--- src/rtl/xadd_dec_pkg.sv ---
package xadd_dec_pkg;

  localparam int BYTE_W      = 8;
  localparam int REG_FIELD_W = 3;
  localparam int REG_IDX_W   = REG_FIELD_W + 1;

  typedef enum logic [1:0] {SZ8 = 2'd0, SZ16 = 2'd1, SZ32 = 2'd2, SZ64 = 2'd3} opSizeT;

  typedef enum logic [1:0] {ST_PFX = 2'd0, ST_ESC = 2'd1, ST_MODRM = 2'd2} decStateT;

  typedef struct packed {
    logic clrAll;
    logic takeOpsz;
    logic takeLock;
    logic takeRex;
    logic dropRex;
    logic commitRex;
    logic takeOpcode;
    logic takeModrm;
    logic flagUnknown;
  } ctrlStrobeT;

endpackage

--- src/rtl/xadd_dec_ctrl.sv ---
module xadd_dec_ctrl
  import xadd_dec_pkg::*;
#(
  parameter logic [BYTE_W-1:0] OPSZ_PFX = 8'h66,
  parameter logic [BYTE_W-1:0] LOCK_PFX = 8'hF0,
  parameter logic [BYTE_W-1:0] ESC_BYTE = 8'h0F,
  parameter logic [BYTE_W-1:0] OPC_NARROW = 8'hC0,
  parameter logic [BYTE_W-1:0] OPC_WIDE   = 8'hC1
) (
  input  logic              clk,
  input  logic              rstN,
  input  logic              mode64,
  input  logic              byteValid,
  input  logic [BYTE_W-1:0] byteIn,
  output ctrlStrobeT        strobe
);

  decStateT state, stateNext;
  logic     isRexByte;

  assign isRexByte = mode64 && (byteIn[BYTE_W-1:4] == 4'h4);

  always_comb begin
    stateNext = state;
    strobe    = '0;
    if (byteValid) begin
      unique case (state)
        ST_PFX: begin
          if (byteIn == OPSZ_PFX) begin
            strobe.takeOpsz = 1'b1;
            strobe.dropRex  = 1'b1;
          end else if (byteIn == LOCK_PFX) begin
            strobe.takeLock = 1'b1;
            strobe.dropRex  = 1'b1;
          end else if (isRexByte) begin
            strobe.takeRex = 1'b1;
          end else if (byteIn == ESC_BYTE) begin
            strobe.commitRex = 1'b1;
            stateNext        = ST_ESC;
          end else begin
            strobe.flagUnknown = 1'b1;
            strobe.clrAll      = 1'b1;
          end
        end
        ST_ESC: begin
          if (byteIn == OPC_NARROW || byteIn == OPC_WIDE) begin
            strobe.takeOpcode = 1'b1;
            stateNext         = ST_MODRM;
          end else begin
            strobe.flagUnknown = 1'b1;
            strobe.clrAll      = 1'b1;
            stateNext          = ST_PFX;
          end
        end
        ST_MODRM: begin
          strobe.takeModrm = 1'b1;
          strobe.clrAll    = 1'b1;
          stateNext        = ST_PFX;
        end
        default: begin
          strobe.clrAll = 1'b1;
          stateNext     = ST_PFX;
        end
      endcase
    end
  end

  always_ff @(posedge clk or negedge rstN) begin
    if (!rstN) state <= ST_PFX;
    else       state <= stateNext;
  end

  // after the ModRM byte the decoder is back at the prefix position
  a_r12_back_to_idle: assert property (@(posedge clk) disable iff (!rstN)
    (state == ST_MODRM && byteValid) |=> (state == ST_PFX));

  // a byte after the escape always leaves the escape state
  a_r11_esc_leaves: assert property (@(posedge clk) disable iff (!rstN)
    (state == ST_ESC && byteValid) |=> (state != ST_ESC));

  // without a byte the state holds
  a_r12_stall_holds: assert property (@(posedge clk) disable iff (!rstN)
    !byteValid |=> $stable(state));

endmodule

--- src/rtl/xadd_dec_datapath.sv ---
module xadd_dec_datapath
  import xadd_dec_pkg::*;
(
  input  logic                 clk,
  input  logic                 rstN,
  input  logic                 mode64,
  input  logic [BYTE_W-1:0]    byteIn,
  input  ctrlStrobeT           strobe,
  output logic                 done,
  output logic                 udFault,
  output logic                 notRecognised,
  output opSizeT               opSize,
  output logic [REG_IDX_W-1:0] srcReg,
  output logic [REG_IDX_W-1:0] dstReg,
  output logic                 memDst,
  output logic                 lockReq,
  output logic                 rexByteMap
);

  localparam int REX_W_BIT = 3;
  localparam int REX_R_BIT = 2;
  localparam int REX_B_BIT = 0;

  logic       opszSeen, lockSeen;
  logic       rexPendV, rexLiveV;
  logic [3:0] rexPendBits, rexLiveBits;
  logic       wideOp;

  logic       modrmIsReg;
  logic       regFault;
  opSizeT     sizeCalc;

  assign modrmIsReg = (byteIn[7:6] == 2'b11);
  assign regFault   = lockSeen && modrmIsReg;

  always_comb begin
    if (!wideOp)                                        sizeCalc = SZ8;
    else if (mode64 && rexLiveV && rexLiveBits[REX_W_BIT]) sizeCalc = SZ64;
    else if (opszSeen)                                  sizeCalc = SZ16;
    else                                                sizeCalc = SZ32;
  end

  // prefix collection
  always_ff @(posedge clk or negedge rstN) begin
    if (!rstN) begin
      opszSeen    <= 1'b0;
      lockSeen    <= 1'b0;
      rexPendV    <= 1'b0;
      rexPendBits <= '0;
      rexLiveV    <= 1'b0;
      rexLiveBits <= '0;
      wideOp      <= 1'b0;
    end else begin
      if (strobe.takeOpsz) opszSeen <= 1'b1;
      if (strobe.takeLock) lockSeen <= 1'b1;
      if (strobe.takeRex) begin
        rexPendV    <= 1'b1;
        rexPendBits <= byteIn[3:0];
      end
      if (strobe.dropRex) rexPendV <= 1'b0;
      if (strobe.commitRex) begin
        rexLiveV    <= rexPendV;
        rexLiveBits <= rexPendV ? rexPendBits : 4'h0;
      end
      if (strobe.takeOpcode) wideOp <= byteIn[0];
      if (strobe.clrAll) begin
        opszSeen    <= 1'b0;
        lockSeen    <= 1'b0;
        rexPendV    <= 1'b0;
        rexPendBits <= '0;
        rexLiveV    <= 1'b0;
        rexLiveBits <= '0;
        wideOp      <= 1'b0;
      end
    end
  end

  // result registers
  always_ff @(posedge clk or negedge rstN) begin
    if (!rstN) begin
      done          <= 1'b0;
      udFault       <= 1'b0;
      notRecognised <= 1'b0;
      opSize        <= SZ8;
      srcReg        <= '0;
      dstReg        <= '0;
      memDst        <= 1'b0;
      lockReq       <= 1'b0;
      rexByteMap    <= 1'b0;
    end else begin
      done          <= strobe.takeModrm && !regFault;
      udFault       <= strobe.takeModrm && regFault;
      notRecognised <= strobe.flagUnknown;
      if (strobe.takeModrm) begin
        opSize     <= sizeCalc;
        srcReg     <= {rexLiveV & rexLiveBits[REX_R_BIT], byteIn[5:3]};
        dstReg     <= {rexLiveV & rexLiveBits[REX_B_BIT], byteIn[2:0]};
        memDst     <= !modrmIsReg;
        lockReq    <= lockSeen;
        rexByteMap <= rexLiveV && !wideOp;
      end
    end
  end

  // outcome pulses never overlap
  a_r12_single_pulse: assert property (@(posedge clk) disable iff (!rstN)
    $onehot0({done, udFault, notRecognised}));

  // legacy mode never produces a 64-bit or REX-mapped result
  a_r9_legacy_narrow: assert property (@(posedge clk) disable iff (!rstN)
    (done && !mode64) |-> (opSize != SZ64 && !rexByteMap));

  // REX byte mapping only accompanies the 8-bit form
  a_r8_map_narrow: assert property (@(posedge clk) disable iff (!rstN)
    (done && rexByteMap) |-> (opSize == SZ8));

  // a pulse lasts one cycle
  a_r12_pulse_short: assert property (@(posedge clk) disable iff (!rstN)
    done |=> !done);

endmodule

--- src/rtl/xadd_byte_decoder.sv ---
module xadd_byte_decoder
  import xadd_dec_pkg::*;
(
  input  logic                 clk,
  input  logic                 rstN,
  input  logic                 mode64,
  input  logic                 byteValid,
  input  logic [BYTE_W-1:0]    byteIn,
  output logic                 done,
  output logic                 udFault,
  output logic                 notRecognised,
  output logic [1:0]           opSize,
  output logic [REG_IDX_W-1:0] srcReg,
  output logic [REG_IDX_W-1:0] dstReg,
  output logic                 memDst,
  output logic                 lockReq,
  output logic                 rexByteMap
);

  ctrlStrobeT strobe;
  opSizeT     sizeOut;

  xadd_dec_ctrl u_ctrl (
    .clk       (clk),
    .rstN      (rstN),
    .mode64    (mode64),
    .byteValid (byteValid),
    .byteIn    (byteIn),
    .strobe    (strobe)
  );

  xadd_dec_datapath u_dp (
    .clk           (clk),
    .rstN          (rstN),
    .mode64        (mode64),
    .byteIn        (byteIn),
    .strobe        (strobe),
    .done          (done),
    .udFault       (udFault),
    .notRecognised (notRecognised),
    .opSize        (sizeOut),
    .srcReg        (srcReg),
    .dstReg        (dstReg),
    .memDst        (memDst),
    .lockReq       (lockReq),
    .rexByteMap    (rexByteMap)
  );

  assign opSize = sizeOut;

  // a fault only comes from a locked register destination
  a_r7_fault_cause: assert property (@(posedge clk) disable iff (!rstN)
    udFault |-> (lockReq && !memDst));

  // a locked operation that issues has a memory destination
  a_r7_lock_mem: assert property (@(posedge clk) disable iff (!rstN)
    (done && lockReq) |-> memDst);

endmodule

--- config.mk ---
export PLATFORM = sky130hd
export DESIGN_NAME = xadd_byte_decoder
export DESIGN_NICKNAME = d
export VERILOG_FILES = /design/src/rtl/xadd_dec_pkg.sv /design/src/rtl/xadd_dec_ctrl.sv /design/src/rtl/xadd_dec_datapath.sv /design/src/rtl/xadd_byte_decoder.sv
export SDC_FILE = /design/constraint.sdc
export NUM_CORES = 1
export LEC_CHECK = 0
export ABC_AREA = 1
export CAP_MARGIN = 20
export CORE_MARGIN = 3
export CORE_UTILIZATION = 61
export DETAILED_ROUTE_END_ITERATION = 16
export DONT_BUFFER_PORTS = 1
export HOLD_SLACK_MARGIN = 0.05
export PLACE_DENSITY = 0.77
export SLEW_MARGIN = 20
export SYNTH_ARGS = -nofsm -noshare
export SYNTH_HDL_FRONTEND = slang
export SYNTH_SLANG_ARGS = --single-unit
export TNS_END_PERCENT = 5
--- constraint.sdc ---
create_clock -name clk -period 1.5 [get_ports clk]
set_clock_uncertainty 0.15 [all_clocks]
set_input_delay 0.075 -clock clk [delete_from_list [all_inputs] [get_ports clk]]
set_output_delay 0.075 -clock clk [all_outputs]
set_load 0.02 [all_outputs]
* After elaboration in Yosys (flattened, before gate mapping)
Cells that the tools add are included.
** Cells by class
- Equality and inequality tests :: 13
- Muxes and demuxes :: 47
- Bitwise logic cells :: 2
- Reduce and logical (&&, ||, !) cells :: 19
** Operator list (count)
- 1-bit two-way mux :: 28
- 8-bit equality test (second input constant) :: 3
- 4-bit two-way mux :: 5
- 2-bit two-way mux :: 9
- 2-bit nonzero test :: 5
- 9-bit two-way mux :: 1
- 8-bit by 4-bit equality test with 1-bit output (second input constant) :: 1
- 8-bit by 7-bit equality test with 1-bit output (second input constant) :: 1
- 1-bit logical AND :: 7
- 2-bit inequality test (second input constant) :: 3
- 5-bit two-way mux :: 1
- 5-bit AND reduction :: 1
- 2-bit equality test (second input constant) :: 2
- 4-bit by 3-bit equality test with 1-bit output (second input constant) :: 1
- 1-bit case mux with 2 select lines :: 2
- 2-bit case mux with 2 select lines :: 1
- 1-bit zero test :: 3
- 3-bit nonzero test :: 1
- 1-bit bitwise AND :: 2
- 2-bit by 1-bit equality test with 1-bit output (second input constant) :: 1
- 2-bit zero test :: 1
- 2-bit by 1-bit inequality test with 1-bit output (second input constant) :: 1
- 1-bit logical OR :: 1
** Storage, ports and cells
- Input bits :: 12
- Register bits :: 31
- Output and inout bits :: 16
- Word-level logic and storage cells :: 98

* Depth between registers and ports, before layout
Gate-level depths: netlist (run 1).
- Depth in word-level cells :: 10
- Gate-level depth with buffers :: 9
- Mapped depth without buffers :: 9

* By module
From an unflattened synthesis (run 1), not the netlist that was laid out.
** Second synthesis, totals
- Cell total of the unflattened synthesis :: 172
- Area total of the unflattened synthesis :: 1386.3 µm²
** Modules (own cells, without submodules)
- xadd_dec_datapath :: cells an instance 107, area each 1046.0 µm², instances 1, seq. area each 675.6 µm²
- xadd_dec_ctrl :: cells an instance 65, area each 340.3 µm², instances 1, seq. area each 50.0 µm²

* Worst setup path before layout (run 1)
No wires, ideal clock.
- Path kind :: register to register
- Start :: reg u_ctrl.state[0]
- End :: reg u_dp.lockSeen
- Data arrival time :: 1.099 ns
- Setup time :: 0.119 ns
- Slack :: 0.132 ns
- Clock period less this slack :: 1.368 ns
- Data required time :: 1.231 ns
- Stages on the path, launching flop included :: 7
- Cells stage by stage :: dfrtp_1 > nor2_2 > nand3_2 > nor2_4 > nor2_8 > nand2_4 > o21ai_2
** On the way
- Cells in the longest elaborated chain, start to end :: 4
- Elaborated cells between the ends (all ways) :: 7
- Classes of those cells :: eq/ne: 1; mux: 4; reduce/logical: 2
** Ends and longest elaborated chain
- start: declaration :: line xadd_dec_ctrl.sv:18 : decStateT state, stateNext;
- start signal: assignment :: line xadd_dec_ctrl.sv:70 : else state <= stateNext;
- 2-bit by 1-bit equality test with 1-bit output or 2-bit zero test (tied branches) :: line xadd_dec_ctrl.sv:27 : unique case (state)
- 1-bit case mux with 2 select lines or 5-bit two-way mux (tied branches) :: line xadd_dec_ctrl.sv:27
- 9-bit two-way mux * :: line xadd_dec_ctrl.sv:26 : if (byteValid) begin
- 1-bit two-way mux or 2-bit nonzero test (tied branches)
- end signal: assignment :: line xadd_dec_datapath.sv:47 : lockSeen <= 1'b0;
- end signal: assignment :: line xadd_dec_datapath.sv:55 : if (strobe.takeLock) lockSeen <= 1'b1;
- end signal: assignment :: line xadd_dec_datapath.sv:68 : lockSeen <= 1'b0;
- end: declaration :: line xadd_dec_datapath.sv:24 : logic opszSeen, lockSeen;
Every way passes the cells marked *; elsewhere a longest branch is shown, timed or not.
A chain may end at the register's enable or synchronous reset.

* Final worst setup path (run 1)
- Start :: reg u_ctrl.state[1]
- End :: reg u_dp.rexPendV
** On the way
- Cells in the longest elaborated chain, start to end :: 5
- Elaborated cells between the ends (all ways) :: 8
- Classes of those cells :: eq/ne: 1; mux: 5; reduce/logical: 2
** Ends and longest elaborated chain
- branches (longest 2 deep; another with 2-bit by 1-bit equality test with 1-bit output)
- 9-bit two-way mux * :: line xadd_dec_ctrl.sv:26
- 1-bit two-way mux :: line xadd_dec_datapath.sv:60 : if (strobe.dropRex) rexPendV <= 1'b0;
- 1-bit two-way mux :: line xadd_dec_datapath.sv:66 : if (strobe.clrAll) begin
- end signal: assignment :: line xadd_dec_datapath.sv:57 : rexPendV <= 1'b1;
- end signal: assignment :: line xadd_dec_datapath.sv:60
- end signal: assignment :: line xadd_dec_datapath.sv:69 : rexPendV <= 1'b0;
- end: declaration :: line xadd_dec_datapath.sv:25 : logic rexPendV, rexLiveV;
Every way passes the cells marked *.

==> metrics.txt, run 1 <==
failing checks negative hold slack; hold endpoint u_dp.wideOp; CTS Root Buffer Type clkbuf_4; worst r2r src u_ctrl.state[1]; setup_tns 0 ns; Yosys reg bits 29; final worst path period share 0.998; Reg clk slew, reported paths 0.09 ns; sequential cell area 728 um2; largest net degree at the start of global routing 30; layout cells sized above 1 0.270; die width 54.7 um; Hold WC Path Type in -> reg; TritonCTS Buffers 5; Final Hold Fails 19; die height 54.7 um; Max Slew Vio Count 0; final core occ 0.817; cell taking the most area after synthesis dfrtp_1; Syn-to-layout area delta 18.9%; synth unique cells 24; DR DRC count 0; Antenna diodes 0; count leader, synth nand2_1; CTS tree built; leak pwr 0.885 nW; Worst Setup Start Kind flip-flop; global-route wire length before repair 5.14 mm; initial DRC count 33; Critical Path AT 1.57 ns; CP Max Fanout 4; reg2reg path depth 6; synth cell count leaders nand2_1 (54), dfrtp_1 (29), nor2_1 (12); GP Congestion 0.848; H-tree levels 2; Ports 28; number of global-route vias before repair 1132; DRT Pass-1 Iters 5; WL/cell 15.7 um; Tmin final 1.50 ns; total chip power 1.87 mW; IO buf count 0; fin area 0.00172 mm2; GRT Resource Usage Total 0.251; fillers 127; Post-Syn Area 0.00144 mm2; sequential share of the synthesized area 0.503; Post-Syn Nets 179; Via Count 1226; global route overflow 0; status finished with violations; Slew @ Worst Pin 0.314 ns; reg-to-reg slack, setup 0.003 ns; Core Box Area 0.00210 mm2; nets 200; Bufs on Longest Clock Path 2; via density per instance 5.68; Initial Util 0.687; Rows 16; peak supply drop 1.03 mV; Post-Route WL 3.40 mm; antenna viol nets, final 0; Setup violations, final 0; area share of the largest cell type after synthesis 0.503; top post-synthesis cells by area dfrtp_1 (50%), nand2_1 (14%), a21oi_2 (3.6%), nor2_1 (3.1%), nor2_4 (3.1%); Pwr Density 1090 mW/mm2; number of enable flip-flop cells after synthesis 0; Most used DFF post-synth dfrtp_1; Syn Inst Count 167; Crit path required time 1.58 ns; syn avg cell area 8.65 um2; yosys warns 0; Setup Crit Path Kind reg -> reg; placed cell area 0.00147 mm2; hold depth 2; DP HPWL 2.13 mm; initial antenna violation count 0; Clock Latency Late Sink 0.34 ns; Fmax 668 MHz; Post-synth ARST share 1.00; multi-input logic area 639 um2; Slew HR 0.789; CP Capture Type flip-flop; HP Start byteValid; Hold Slack -0.244 ns; r2r endpoint u_dp.rexPendV; Die ar. 0.00299 mm2; max-cap check violation count 0; CTS Sinks 29
==> sequential cells by signal, summed over array words and instances (netlist names) <==
signal and flops:
u_dp.done 1, u_dp.opszSeen 1, u_dp.rexLiveBits 3, u_dp.wideOp 1
u_dp.rexPendV 1, u_dp.lockReq 1, u_dp.memDst 1, u_dp.rexLiveV 1
u_dp.srcReg 4, u_dp.opSize 2, u_dp.rexByteMap 1, u_dp.lockSeen 1
u_dp.dstReg 4, u_dp.udFault 1, u_ctrl.state 2, u_dp.notRecognised 1
u_dp.rexPendBits 3
==> per-layer routing <==
layer / vias up / track usage / share of wire
met1: 575 / 0.285 / 0.39
li1: 574 / - / -
met3: 16 / 0.0954 / 0.088
met2: 61 / 0.427 / 0.49
met5: - / 0 / 0
met4: 0 / 0.0871 / 0.024
==> layout by cell type (no fill, tap or decap), drive strengths merged, types with 5 or more instances in the layout <==
cell type	instances
o21ai	10
a21oi	8
nand4	5
nor2	22
dlygate4sd3	9
nand2	59
nand3	12
dfrtp	29
inv	16
clkbuf	7
==> where the power goes <==
| group | internal (mW) | switching, mW | total [mW] |
|---|---|---|---|
| registers | 0.833 | 0.0897 | 0.922 |
| logic | 0.147 | 0.262 | 0.409 |
| clock network | 0.271 | 0.270 | 0.541 |
==> cells by family after synthesis <==
| family | Yosys count | synth area share |
|---|---|---|
| DFF | 29 | 0.503 |
| and+or+nand+nor | 99 | 0.349 |
| buffers and inverters | 21 | 0.0650 |
| AOI/OAI and AO/OA | 18 | 0.0832 |
==> critical path, cell delays in order, from the launching register on <==
cell and delay [ns]:
dfrtp_2 0.45, nor2_4 0.18, inv_2 0.07, nor2_2 0.16, o21ai_0 0.12, a21oi_1 0.20
nor2_2 0.05
==> through the flow <==
| step | setup slack [ns] | hold WS (ns) | std cells |
|---|---|---|---|
| after CTS | 0.00414 | -0.250 | 213 |
| after detailed placement | 0.0324 | -0.370 | 193 |
| after global placement | 0.0867 | -0.370 | 193 |
| after floorplan | 0.132 | -0.371 | 167 |
| final | 0.00342 | -0.244 | 216 |
| after global routing | -0.0228 | -0.254 | 216 |
==> final cells by class <==
type | count | area share
Inverter | 19 | 0.0437
Clock inverter | 1 | 0.00292
Timing Repair Buffer | 16 | 0.0991
Clock buffer | 7 | 0.0379
Multi-Input combinational cell | 117 | 0.372
Sequential cell | 29 | 0.424
Tap cell | 27 | 0.0197
==> repair_timing <==
action,4_1_cts,5_1_grt
hold buffers,12,1
buffers inserted,0,2
hold endpoints to repair,58,20
setup endpoints to repair,0,13
resized for setup,0,9
==> worst max-delay path by stage <==
stage | start | endpoint | slack, ns
6_report | u_ctrl.state[1] | u_dp.rexPendV | 0.003
5_1_grt | u_ctrl.state[1] | u_dp.rexPendV | -0.02
4_1_cts | u_ctrl.state[1] | u_dp.rexPendBits[2] | 0.004
3_5_place_dp | u_ctrl.state[1] | u_dp.lockSeen | 0.03
3_3_place_gp | u_ctrl.state[0] | u_dp.lockSeen | 0.09
2_1_floorplan | u_ctrl.state[0] | u_dp.lockSeen | 0.13
Note: power is estimated with default switching activity, not from simulation.
==> run 2, diff against run 1 <==
- REMOVE_ABC_BUFFERS: unset -> 1
- SKIP_LAST_GASP: unset -> 1
==> run 2 against run 1 <==
Design area shrank 1.3%; power grew 0.29%; critical path type is now in -> reg; the flow now finishes without violations; largest power group unchanged; core utilization down 1.1 points; sequential power fell by 1%; clock power grew 1%.
==> metrics.txt, run 2 (synthesis gave the netlist of run 1 again) <==
status finished, final reports clean; H-tree levels 2 (unchanged); Slew @ Worst Pin 0.380 ns (+0.0659 ns); commonest non-fill, non-tap cell in the layout nand2_1; Setup Crit Path Kind in -> reg; setup_tns 0 ns (unchanged); Finished Layout Cells 215 (-0.46%); placed cell area 0.00147 mm2 (unchanged); Clock Latency Late Sink 0.33 ns (about the same); global-route wire length before repair 4.86 mm (-5.5%); Syn-to-layout area delta 17.3%; CTS tree built; Worst Setup SP byteValid; Worst Setup Start Kind input pin; Hold Slack 0.0765 ns (+0.320 ns); RSZ-0062 raised after global routing yes; leak pwr 0.861 nW (-2.8%); fin area 0.00169 mm2 (-1.3%); via density per instance 5.55 (-2.2%); Slew HR 0.746 (-0.0425); Crit path required time 1.58 ns (about the same); Critical Path AT 1.55 ns (-0.02 ns); CP Max Fanout 8 (+4); IO buf count 0 (unchanged); CTS Sinks 29 (unchanged); GP Congestion 0.889 (+4.8%); final worst path period share 0.982 (-0.0157); Place WS 0.0327 ns (+0.000243 ns); Worst Setup EP u_dp.rexPendV; Tmin final 1.47 ns (-0.0235 ns); r2r endpoint u_dp.rexPendV; Via Count 1193 (-2.7%); TritonCTS Buffers 5 (unchanged); peak supply drop 0.925 mV (-9.8%); Core Box Area 0.00210 mm2 (unchanged); Antenna diodes 0 (unchanged); initial DRC count 57 (+73%); Die ar. 0.00299 mm2 (unchanged); worst r2r src u_ctrl.state[1]; nets 199 (-0.50%); DP HPWL 2.18 mm (+2.2%); Initial Util 0.687 (unchanged); multi-input logic area 629 um2 (-1.6%); Bufs on Longest Clock Path 2 (unchanged); Hold WC Path Type in -> reg; DR DRC count 0 (unchanged); Setup violations, final 0 (unchanged); CTS Root Buffer Type clkbuf_4; Post-Route WL 3.20 mm (-5.8%); die height 54.7 um (unchanged); max-cap check violation count 0 (unchanged); global route overflow 0 (unchanged); GRT Resource Usage Total 0.242 (-0.00878); CP Capture Type flip-flop; Fmax 679 MHz (+1.6%); reg2reg path depth 6 (unchanged); DRT Pass-1 Iters 4 (-1); Reg clk slew, reported paths 0.09 ns (about the same); Rows 16 (unchanged); Ports 28 (unchanged); placed insts 193 (unchanged); Final Worst Setup Slack 0.0269 ns (+0.0235 ns); Final Hold Fails 0 (-19); Pwr Density 1110 mW/mm2 (+1.6%); most frequent cells in the layout nand2_1 (54), dfrtp_1 (27), nor2_1 (12); sequential cell area 728 um2 (unchanged); die width 54.7 um (unchanged); layout cells sized above 1 0.255 (-0.0145); antenna viol nets, final 0 (unchanged); Regs by FF count u_dp.dstReg: 4 flops, u_dp.srcReg: 4 flops; number of global-route vias before repair 1097 (-3.1%); initial antenna violation count 0 (unchanged); Max Slew Vio Count 0 (unchanged); largest net degree at the start of global routing 30 (unchanged); fillers 129 (+1.6%); WL/cell 14.9 um (-5.4%); reg-to-reg slack, setup 0.06 ns (+0.06 ns)
## run 2: power by group
group          leakage (nW)  internal [mW]  switching, mW
logic                 0.422          0.151          0.266
registers             0.398          0.833         0.0802
clock network        0.0413          0.271          0.276
total                 0.861           1.26          0.622
## run 2: metal layers
layer / GRT usage / wire length [um]
met5: 0 / 0
met4: 0.112 / 86
met3: 0.0954 / 275
met2: 0.400 / 1510
met1: 0.272 / 1330
## run 2: critical path, stage by stage
cell and delay (ns):
dlygate4sd3_1 0.77, inv_1 0.15, nor2_2 0.20, o21ai_0 0.12
a21oi_1 0.19, nor2_2 0.05
## run 2: area by class of cell
class	instances	share of cell area
Sequential cell	29	0.430
Multi-Input combinational cell	117	0.371
Timing Repair Buffer	15	0.0931
Inverter	19	0.0443
Clock buffer	7	0.0384
Tap cell	27	0.0199
Clock inverter	1	0.00295
## run 2: how the worst min path moves through the flow
stage | start | endpoint | depth (start not counted)
4_1_cts | byteIn[6] | u_dp.rexLiveV | 7
5_1_grt | byteIn[6] | u_dp.rexLiveV | 7
3_5_place_dp | rstN | u_dp.done | 0
2_1_floorplan | rstN | u_ctrl.state[0] | 0
3_3_place_gp | rstN | u_dp.udFault | 0
6_report | byteIn[3] | u_dp.rexPendBits[3] | 3
## run 2: through the flow
step	util	power, mW
6_report	0.806	1.88
5_1_grt	0.806	1.95
4_1_cts	0.798	1.84
3_5_place_dp	0.698	1.24
3_3_place_gp	0.698	1.22
2_1_floorplan	-	1.19
## run 2: timing repair
item | in CTS | in global routing
resized for setup | 1 | 6
setup endpoints to repair | 2 | 13
hold buffers | 13 | 0
hold endpoints to repair | 56 | 0
setup buffers | 0 | 1
